[src/rtl/est_pkg.sv]
// Package: shared types for the edge separation timer.
// Assumes: all inputs are synchronous to clk.
package est_pkg;
    typedef enum logic {
        SEP_IDLE = 1'b0,
        SEP_RUN  = 1'b1
    } sep_state_e;

    // Channel indices into the edge detector bank.
    localparam int CH_AUX  = 0;
    localparam int CH_GATE = 1;
    localparam int CH_SMP  = 2;
    localparam int CH_NUM  = 3;
endpackage

[src/rtl/est_edge.sv]
// Module: bank of polarity-selectable edge detectors.
// Each channel flags one cycle when its input has just changed to the level
// given by its polarity bit (1 = rising edge active, 0 = falling edge active).
// Assumes: inputs are synchronous to clk and held low through reset.
module est_edge #(
    parameter int N = 3
) (
    input  logic         clk,
    input  logic         rst_n,
    input  logic [N-1:0] sig_i,
    input  logic [N-1:0] pol_i,
    output logic [N-1:0] edge_o
);
    for (genvar k = 0; k < N; k++) begin : g_ch
        logic prev_q;

        // Remember last cycle's level of this channel.
        always_ff @(posedge clk) begin
            if (!rst_n) prev_q <= 1'b0;
            else        prev_q <= sig_i[k];
        end

        assign edge_o[k] = (sig_i[k] != prev_q) && (sig_i[k] == pol_i[k]);
    end
endmodule

[src/rtl/est_span.sv]
// Module: start/stop tick counter.
// A start pulse while idle clears the count and enters run. In run, ticks add
// to the count with saturation. A stop pulse presents the final value on
// span_o together with done_o for that cycle. Dropping arm forces idle.
// Assumes: start_i/stop_i are single-cycle edge pulses.
module est_span
    import est_pkg::*;
#(
    parameter int CNT_W = 32
) (
    input  logic             clk,
    input  logic             rst_n,
    input  logic             arm_i,
    input  logic             start_i,
    input  logic             stop_i,
    input  logic             tick_i,
    output logic             done_o,
    output logic [CNT_W-1:0] span_o
);
    localparam logic [CNT_W-1:0] CNT_MAX = {CNT_W{1'b1}};

    sep_state_e       state_q;
    logic [CNT_W-1:0] cnt_q;
    logic [CNT_W-1:0] cnt_nxt;

    // Saturating increment of the running count.
    always_comb begin
        if (cnt_q == CNT_MAX) cnt_nxt = cnt_q;
        else                  cnt_nxt = cnt_q + CNT_W'(tick_i);
    end

    assign done_o = arm_i && (state_q == SEP_RUN) && stop_i;
    assign span_o = cnt_nxt;

    // Run/idle sequencing and count update.
    always_ff @(posedge clk) begin
        if (!rst_n) begin
            state_q <= SEP_IDLE;
            cnt_q   <= '0;
        end else if (!arm_i) begin
            state_q <= SEP_IDLE;
        end else if (state_q == SEP_IDLE) begin
            if (start_i) begin
                state_q <= SEP_RUN;
                cnt_q   <= '0;
            end
        end else begin
            cnt_q <= cnt_nxt;
            if (stop_i) state_q <= SEP_IDLE;
        end
    end

    // disarming always returns to idle.
    a_r1_idle_disarmed: assert property (@(posedge clk) disable iff (!rst_n)
        !arm_i |=> (state_q == SEP_IDLE));
    // run is only entered from an armed start pulse.
    a_r3_start_cause: assert property (@(posedge clk) disable iff (!rst_n)
        $rose(state_q == SEP_RUN) |-> $past(start_i && arm_i));
    // an armed stop pulse in run ends the measurement.
    a_r4_stop_ends: assert property (@(posedge clk) disable iff (!rst_n)
        done_o |=> (state_q == SEP_IDLE));
    // the count never drops while running (no restart on repeated start).
    a_r5_no_restart: assert property (@(posedge clk) disable iff (!rst_n)
        (state_q == SEP_RUN && arm_i && !stop_i) |=> (cnt_q >= $past(cnt_q)));
    // a saturated count stays saturated.
    a_r6_saturate: assert property (@(posedge clk) disable iff (!rst_n)
        (state_q == SEP_RUN && cnt_q == CNT_MAX) |=> (cnt_q == CNT_MAX));
endmodule

[src/rtl/est_sampler.sv]
// Module: per-period result selection and overrun flag.
// Holds the newest completed span. On a sample edge, it emits that span (or
// the span completing in the same cycle) as a write request. If no span
// completed in the period, it raises the sticky overrun flag instead.
// Assumes: done_i/smp_i are single-cycle pulses.
module est_sampler #(
    parameter int CNT_W = 32
) (
    input  logic             clk,
    input  logic             rst_n,
    input  logic             arm_i,
    input  logic             clear_i,
    input  logic             smp_i,
    input  logic             done_i,
    input  logic [CNT_W-1:0] span_i,
    output logic             push_o,
    output logic [CNT_W-1:0] push_data_o,
    output logic             overrun_o
);
    logic             pend_q;
    logic [CNT_W-1:0] hold_q;
    logic             ovr_q;
    logic             ovr_set;

    assign push_o      = arm_i && smp_i && (done_i || pend_q);
    assign push_data_o = done_i ? span_i : hold_q;
    assign ovr_set     = arm_i && smp_i && !done_i && !pend_q;
    assign overrun_o   = ovr_q;

    // Track the newest completed span of the current period.
    always_ff @(posedge clk) begin
        if (!rst_n) begin
            pend_q <= 1'b0;
            hold_q <= '0;
        end else if (!arm_i) begin
            pend_q <= 1'b0;
        end else if (smp_i) begin
            pend_q <= 1'b0;
        end else if (done_i) begin
            pend_q <= 1'b1;
            hold_q <= span_i;
        end
    end

    // Sticky overrun; a new event beats clear.
    always_ff @(posedge clk) begin
        if (!rst_n) ovr_q <= 1'b0;
        else        ovr_q <= ovr_set || (ovr_q && !clear_i);
    end

    // overrun holds until cleared.
    a_r8_sticky: assert property (@(posedge clk) disable iff (!rst_n)
        (ovr_q && !clear_i) |=> ovr_q);
    // a write consumes the held result.
    a_r7_consume: assert property (@(posedge clk) disable iff (!rst_n)
        push_o |=> !pend_q);
    // nothing is written while disarmed.
    a_r1_no_push_disarmed: assert property (@(posedge clk) disable iff (!rst_n)
        !arm_i |-> !push_o);
endmodule

[src/rtl/est_fifo.sv]
// Module: first-word-fall-through result FIFO with a sticky overflow flag.
// A write that finds no room (full, and no pop this cycle) is dropped.
// Assumes: DEPTH >= 2.
module est_fifo #(
    parameter int W     = 32,
    parameter int DEPTH = 4
) (
    input  logic         clk,
    input  logic         rst_n,
    input  logic         clear_i,
    input  logic         push_i,
    input  logic [W-1:0] push_data_i,
    input  logic         pop_i,
    output logic [W-1:0] data_o,
    output logic         valid_o,
    output logic         overflow_o
);
    localparam int AW = $clog2(DEPTH);
    localparam int CW = $clog2(DEPTH + 1);

    logic [W-1:0]  mem [DEPTH];
    logic [AW-1:0] wr_q, rd_q;
    logic [CW-1:0] count_q;
    logic          ovf_q;
    logic          do_pop, do_push, room;

    assign do_pop     = pop_i && (count_q != '0);
    assign room       = (count_q != CW'(DEPTH)) || do_pop;
    assign do_push    = push_i && room;
    assign data_o     = mem[rd_q];
    assign valid_o    = (count_q != '0);
    assign overflow_o = ovf_q;

    // Store the accepted write.
    always_ff @(posedge clk) begin
        if (do_push) mem[wr_q] <= push_data_i;
    end

    // Pointer and occupancy bookkeeping.
    always_ff @(posedge clk) begin
        if (!rst_n) begin
            wr_q    <= '0;
            rd_q    <= '0;
            count_q <= '0;
        end else begin
            if (do_push) wr_q <= (wr_q == AW'(DEPTH - 1)) ? '0 : wr_q + 1'b1;
            if (do_pop)  rd_q <= (rd_q == AW'(DEPTH - 1)) ? '0 : rd_q + 1'b1;
            count_q <= count_q + CW'(do_push) - CW'(do_pop);
        end
    end

    // Sticky overflow; a new drop beats clear.
    always_ff @(posedge clk) begin
        if (!rst_n) ovf_q <= 1'b0;
        else        ovf_q <= (push_i && !room) || (ovf_q && !clear_i);
    end

    // occupancy never exceeds the depth.
    a_r10_no_overflow: assert property (@(posedge clk) disable iff (!rst_n)
        count_q <= CW'(DEPTH));
    // a full FIFO with no pop stays full, whatever is written.
    a_r10_full_hold: assert property (@(posedge clk) disable iff (!rst_n)
        (count_q == CW'(DEPTH) && !pop_i) |=> (count_q == CW'(DEPTH)));
    // a pop on a non-empty FIFO without a write lowers occupancy.
    a_r9_pop_drains: assert property (@(posedge clk) disable iff (!rst_n)
        (valid_o && pop_i && !push_i) |=> (count_q == $past(count_q) - 1'b1));
endmodule

[src/rtl/edge_sep_timer.sv]
// Module: two-signal edge separation timer (top).
// Counts src_tick from an active aux_in edge to the next active gate_in edge.
// On each rising smp_clk edge, it writes the newest result into a FIFO, or
// flags overrun if the period had none.
// Assumes: all inputs synchronous to clk; inputs low during reset.
module edge_sep_timer
    import est_pkg::*;
#(
    parameter int CNT_W      = 32,
    parameter int FIFO_DEPTH = 4
) (
    input  logic             clk,
    input  logic             rst_n,
    input  logic             arm,
    input  logic             clear,
    input  logic             aux_in,
    input  logic             aux_pol,
    input  logic             gate_in,
    input  logic             gate_pol,
    input  logic             src_tick,
    input  logic             smp_clk,
    input  logic             pop,
    output logic [CNT_W-1:0] fifo_data,
    output logic             fifo_valid,
    output logic             overrun,
    output logic             overflow
);
    logic [CH_NUM-1:0] sig_vec, pol_vec, edge_vec;
    logic              done;
    logic [CNT_W-1:0]  span;
    logic              push;
    logic [CNT_W-1:0]  push_data;

    // Pack the channels; the sample clock is always rising-edge active.
    always_comb begin
        sig_vec          = '0;
        pol_vec          = '0;
        sig_vec[CH_AUX]  = aux_in;
        pol_vec[CH_AUX]  = aux_pol;
        sig_vec[CH_GATE] = gate_in;
        pol_vec[CH_GATE] = gate_pol;
        sig_vec[CH_SMP]  = smp_clk;
        pol_vec[CH_SMP]  = 1'b1;
    end

    est_edge #(.N(CH_NUM)) edge_i (
        .clk    (clk),
        .rst_n  (rst_n),
        .sig_i  (sig_vec),
        .pol_i  (pol_vec),
        .edge_o (edge_vec)
    );

    est_span #(.CNT_W(CNT_W)) span_i (
        .clk     (clk),
        .rst_n   (rst_n),
        .arm_i   (arm),
        .start_i (edge_vec[CH_AUX]),
        .stop_i  (edge_vec[CH_GATE]),
        .tick_i  (src_tick),
        .done_o  (done),
        .span_o  (span)
    );

    est_sampler #(.CNT_W(CNT_W)) smp_i (
        .clk         (clk),
        .rst_n       (rst_n),
        .arm_i       (arm),
        .clear_i     (clear),
        .smp_i       (edge_vec[CH_SMP]),
        .done_i      (done),
        .span_i      (span),
        .push_o      (push),
        .push_data_o (push_data),
        .overrun_o   (overrun)
    );

    est_fifo #(.W(CNT_W), .DEPTH(FIFO_DEPTH)) fifo_i (
        .clk         (clk),
        .rst_n       (rst_n),
        .clear_i     (clear),
        .push_i      (push),
        .push_data_i (push_data),
        .pop_i       (pop),
        .data_o      (fifo_data),
        .valid_o     (fifo_valid),
        .overflow_o  (overflow)
    );
endmodule

[config.mk]
export PLATFORM = sky130hd
export DESIGN_NAME = edge_sep_timer
export DESIGN_NICKNAME = d
export VERILOG_FILES = /design/src/rtl/est_pkg.sv /design/src/rtl/est_edge.sv /design/src/rtl/est_span.sv /design/src/rtl/est_sampler.sv /design/src/rtl/est_fifo.sv /design/src/rtl/edge_sep_timer.sv
export SDC_FILE = /design/constraint.sdc
export NUM_CORES = 1
export LEC_CHECK = 0
export BUFFER_PORTS_ARGS = -buffer_cell sky130_fd_sc_hd__buf_2
export CAP_MARGIN = 10
export CORE_UTILIZATION = 25
export DETAILED_ROUTE_END_ITERATION = 7
export PLACE_DENSITY_LB_ADDON = 0.3
export SETUP_SLACK_MARGIN = 0.3
export SYNTH_ARGS = -nofsm -noshare
export SYNTH_HDL_FRONTEND = slang
export SYNTH_SLANG_ARGS = --single-unit
[constraint.sdc]
create_clock -name clk -period 3.5 [get_ports clk]
set_clock_uncertainty 0.05 [all_clocks]
set_input_delay 0 -clock clk [delete_from_list [all_inputs] [get_ports clk]]
set_output_delay 0 -clock clk [all_outputs]
set_load 0.05 [all_outputs]
==> qor.csv <==
metric;value;unit
status;finished clean;
setup_viol;0;
rrSetupSlack;0.65;ns
die-width;193;µm
start_kind;register;
cap_violations;0;
stdcell_area;0.0107;mm²
grt_max_degree;62;
fin_tns_setup;0;ns
ys_seq_area_share;59.6;%
synthArstFlopShare;0;%
portBuffers;45;
ctsRootBufferMaster;clkbuf_16;
maxSlewViolCount;0;
antenna_found_initial;0;
critPathMaxFanout;9;
rows;69;
synth_cell_types;64;
fmax;351;MHz
dieArea;0.0373;mm²
yosys_warnings;0;
wl_per_cell;16.4;µm
ys_ff_latch;208;
dp_hpwl;14100;µm
post_dp_cell_area;0.00984;mm²
coreArea;0.0357;mm²
drive_gt1_share;18.8;%
viasPerCell;4.79;
place.gp.congestion;0.860;
clk_latency;0.50;ns
worstMarginPinSlew;0.845;ns
final_common_cell;edfxtp_1;
worst-r2r-cell-count;5;
via_count;6103;
cts_buffers;22;
wl;20900;µm
cpPeakStageDelay;0.63;ns
hold_depth;5;
cts_tree;done;
utilization;30.0;%
io_pins;46;
powerDensity;562;mW/mm²
drt-initial-drc-count;336;
grt_pass1_wl;33300;µm
chipHeight;193;µm
fillCellCount;3629;
end_kind;register;
finalCriticalPeriod;2.85;ns
clk_pin_slew;0.06;ns
syn_nets;767;
synth-edff-count;128;
layout_common_cells;128 x edfxtp_1, 79 x dfxtp_1, 69 x o21ai_0;
drc;0;
cp_num_cells;5;
slowest_stage;nor4_1;
grt_usage;11.5;%
avgSynthCellArea;12.2;µm²
worstPathRequired;3.73;ns
critPathKind;register to register;
hold_viol;0;
drtPass1Iterations;7;
finalCritPeriodShare;81.5;%
grt_pass1_vias;5937;
hold_ws;0.0523;ns
h-tree-depth;1;
hp-class;input pin to register;
grt-ovfl-total;0;
path_delay_family;simple AND/OR/NAND/NOR gates;
syn2layout_area_growth;17.2;%
power_leakage;3.38;nW
clock-sinks;208;
rsz0062_at_grt;no;
cts_buffer_depth;3;
start_util;25.6;%
synth_ff_type;edfxtp_1;
worstPathCellList;nand4_4, nor4_1, o211ai_1, or3_1, a31oi_1;
slew_headroom;43.5;%
postSynthCellCount;746;
synthesis.area;0.00914;mm²
peakVddDrop;262;µV
antenna_cells;0;
worstPathArrival;3.09;ns
drtAntennaViolNets;0;
cp_num_buf_inv;0;
nets;818;
==> layer usage <==
layer | global-route usage [%] | part of all wire (%) | vias to the layer above
met2 | 18.7 | 46 | 117
met4 | 3.31 | 1.8 | 0
met1 | 15.5 | 47 | 2991
met3 | 2.06 | 4.3 | 30
li1 | - | - | 2965
met5 | 0 | 0 | -
==> state kept, by name (all words and copies together) (netlist names), named ones only <==
name and count:
span_i.state_q 1, fifo_i.mem 128, fifo_i.count_q 3, fifo_i.overflow_o 1
fifo_i.wr_q 2, fifo_i.rd_q 2, smp_i.hold_q 32, edge_i.g_ch.prev_q 3
smp_i.pend_q 1, span_i.cnt_q 32, smp_i.overrun_o 1
==> synth_stat cells (4+ instances only) <==
library cell	count	area share [%]
buf_2	6	0.33
nand2_1	59	2.4
xnor2_1	17	1.6
o211ai_1	4	0.33
nand4_1	13	0.89
nor3_1	9	0.49
nor2_1	33	1.4
clkbuf_1	31	1.3
or3_1	10	0.68
edfxtp_1	128	42
and2_1	11	0.75
nor4_1	7	0.48
a31oi_1	39	2.7
ha_1	9	1.2
a211oi_1	8	0.66
o21ai_0	69	3.8
nand3b_1	4	0.33
nand3_1	19	1.0
inv_1	16	0.66
and4_1	6	0.58
xor2_1	5	0.48
nand2b_1	9	0.62
buf_6	6	0.74
a21oi_1	42	2.3
o31ai_1	6	0.49
buf_1	5	0.21
mux4_2	32	7.9
dfxtp_1	80	18
a2111oi_0	4	0.38
and3_1	8	0.55
==> metrics by stage <==
step | std cells | power [mW] | setup slack [ns]
floorplan | 746 | 3.52 | 0.707
global placement | 1221 | 3.74 | 0.717
detailed placement | 1221 | 3.74 | 0.588
CTS | 1274 | 6.10 | 0.560
global route | 1274 | 6.27 | 0.373
finish | 1274 | 6.02 | 0.648
==> cell type report <==
| type | count | area [µm²] | area share, % |
|---|---|---|---|
| timing repair buffer | 81 | 528 | 4.93 |
| sequential | 208 | 5450 | 50.9 |
| clock inverter | 10 | 108 | 1.01 |
| inverter | 16 | 60.1 | 0.561 |
| tap | 461 | 577 | 5.39 |
| multi-input combinational | 468 | 3360 | 31.4 |
| clock buffer | 30 | 622 | 5.81 |
==> final timing paths <==
path,startpoint,end
setup / recovery,span_i.cnt_q[15]$_SDFFE_PN0P_,fifo_i.mem[2][27]$_DFFE_PP_
hold reg to reg,smp_i.hold_q[4]$_SDFFE_PN0P_,smp_i.hold_q[4]$_SDFFE_PN0P_
setup reg to reg,span_i.cnt_q[15]$_SDFFE_PN0P_,fifo_i.mem[2][27]$_DFFE_PP_
hold / removal,aux_pol,span_i.state_q$_SDFF_PN0_
==> worst min-delay path: stages <==
cell      delay [ns]
buf_2           0.09
nor3b_1         0.04
o31ai_1         0.19
buf_4           0.17
a211oi_1        0.06
==> power breakdown <==
group,switching (mW),total (mW),internal [mW]
combinational,0.656,1.01,0.349
clock,0.941,2.34,1.40
sequential,0.0659,2.67,2.61
total,1.66,6.02,4.35
==> what timing repair did <==
item                                    CTS  global route
setup buffers                             0             0
hold endpoints to repair                 20             0
resized for setup                         0             1
endpoints found under the setup margin    0             4
hold buffers                             13             0
==> logic make-up after synthesis <==
family / count (synthesis) / synth area share (%)
adder cells (fa/ha/maj): 10 / 1.45
multiplexers: 34 / 8.14
buffers and inverters: 70 / 3.68
AND/OR/NAND/NOR: 205 / 11.9
flip-flops: 208 / 59.6
XOR/XNOR: 22 / 2.11
AO/OA/AOI/OAI: 197 / 13.1
No activity file was read; power rests on OpenSTA's default activity.
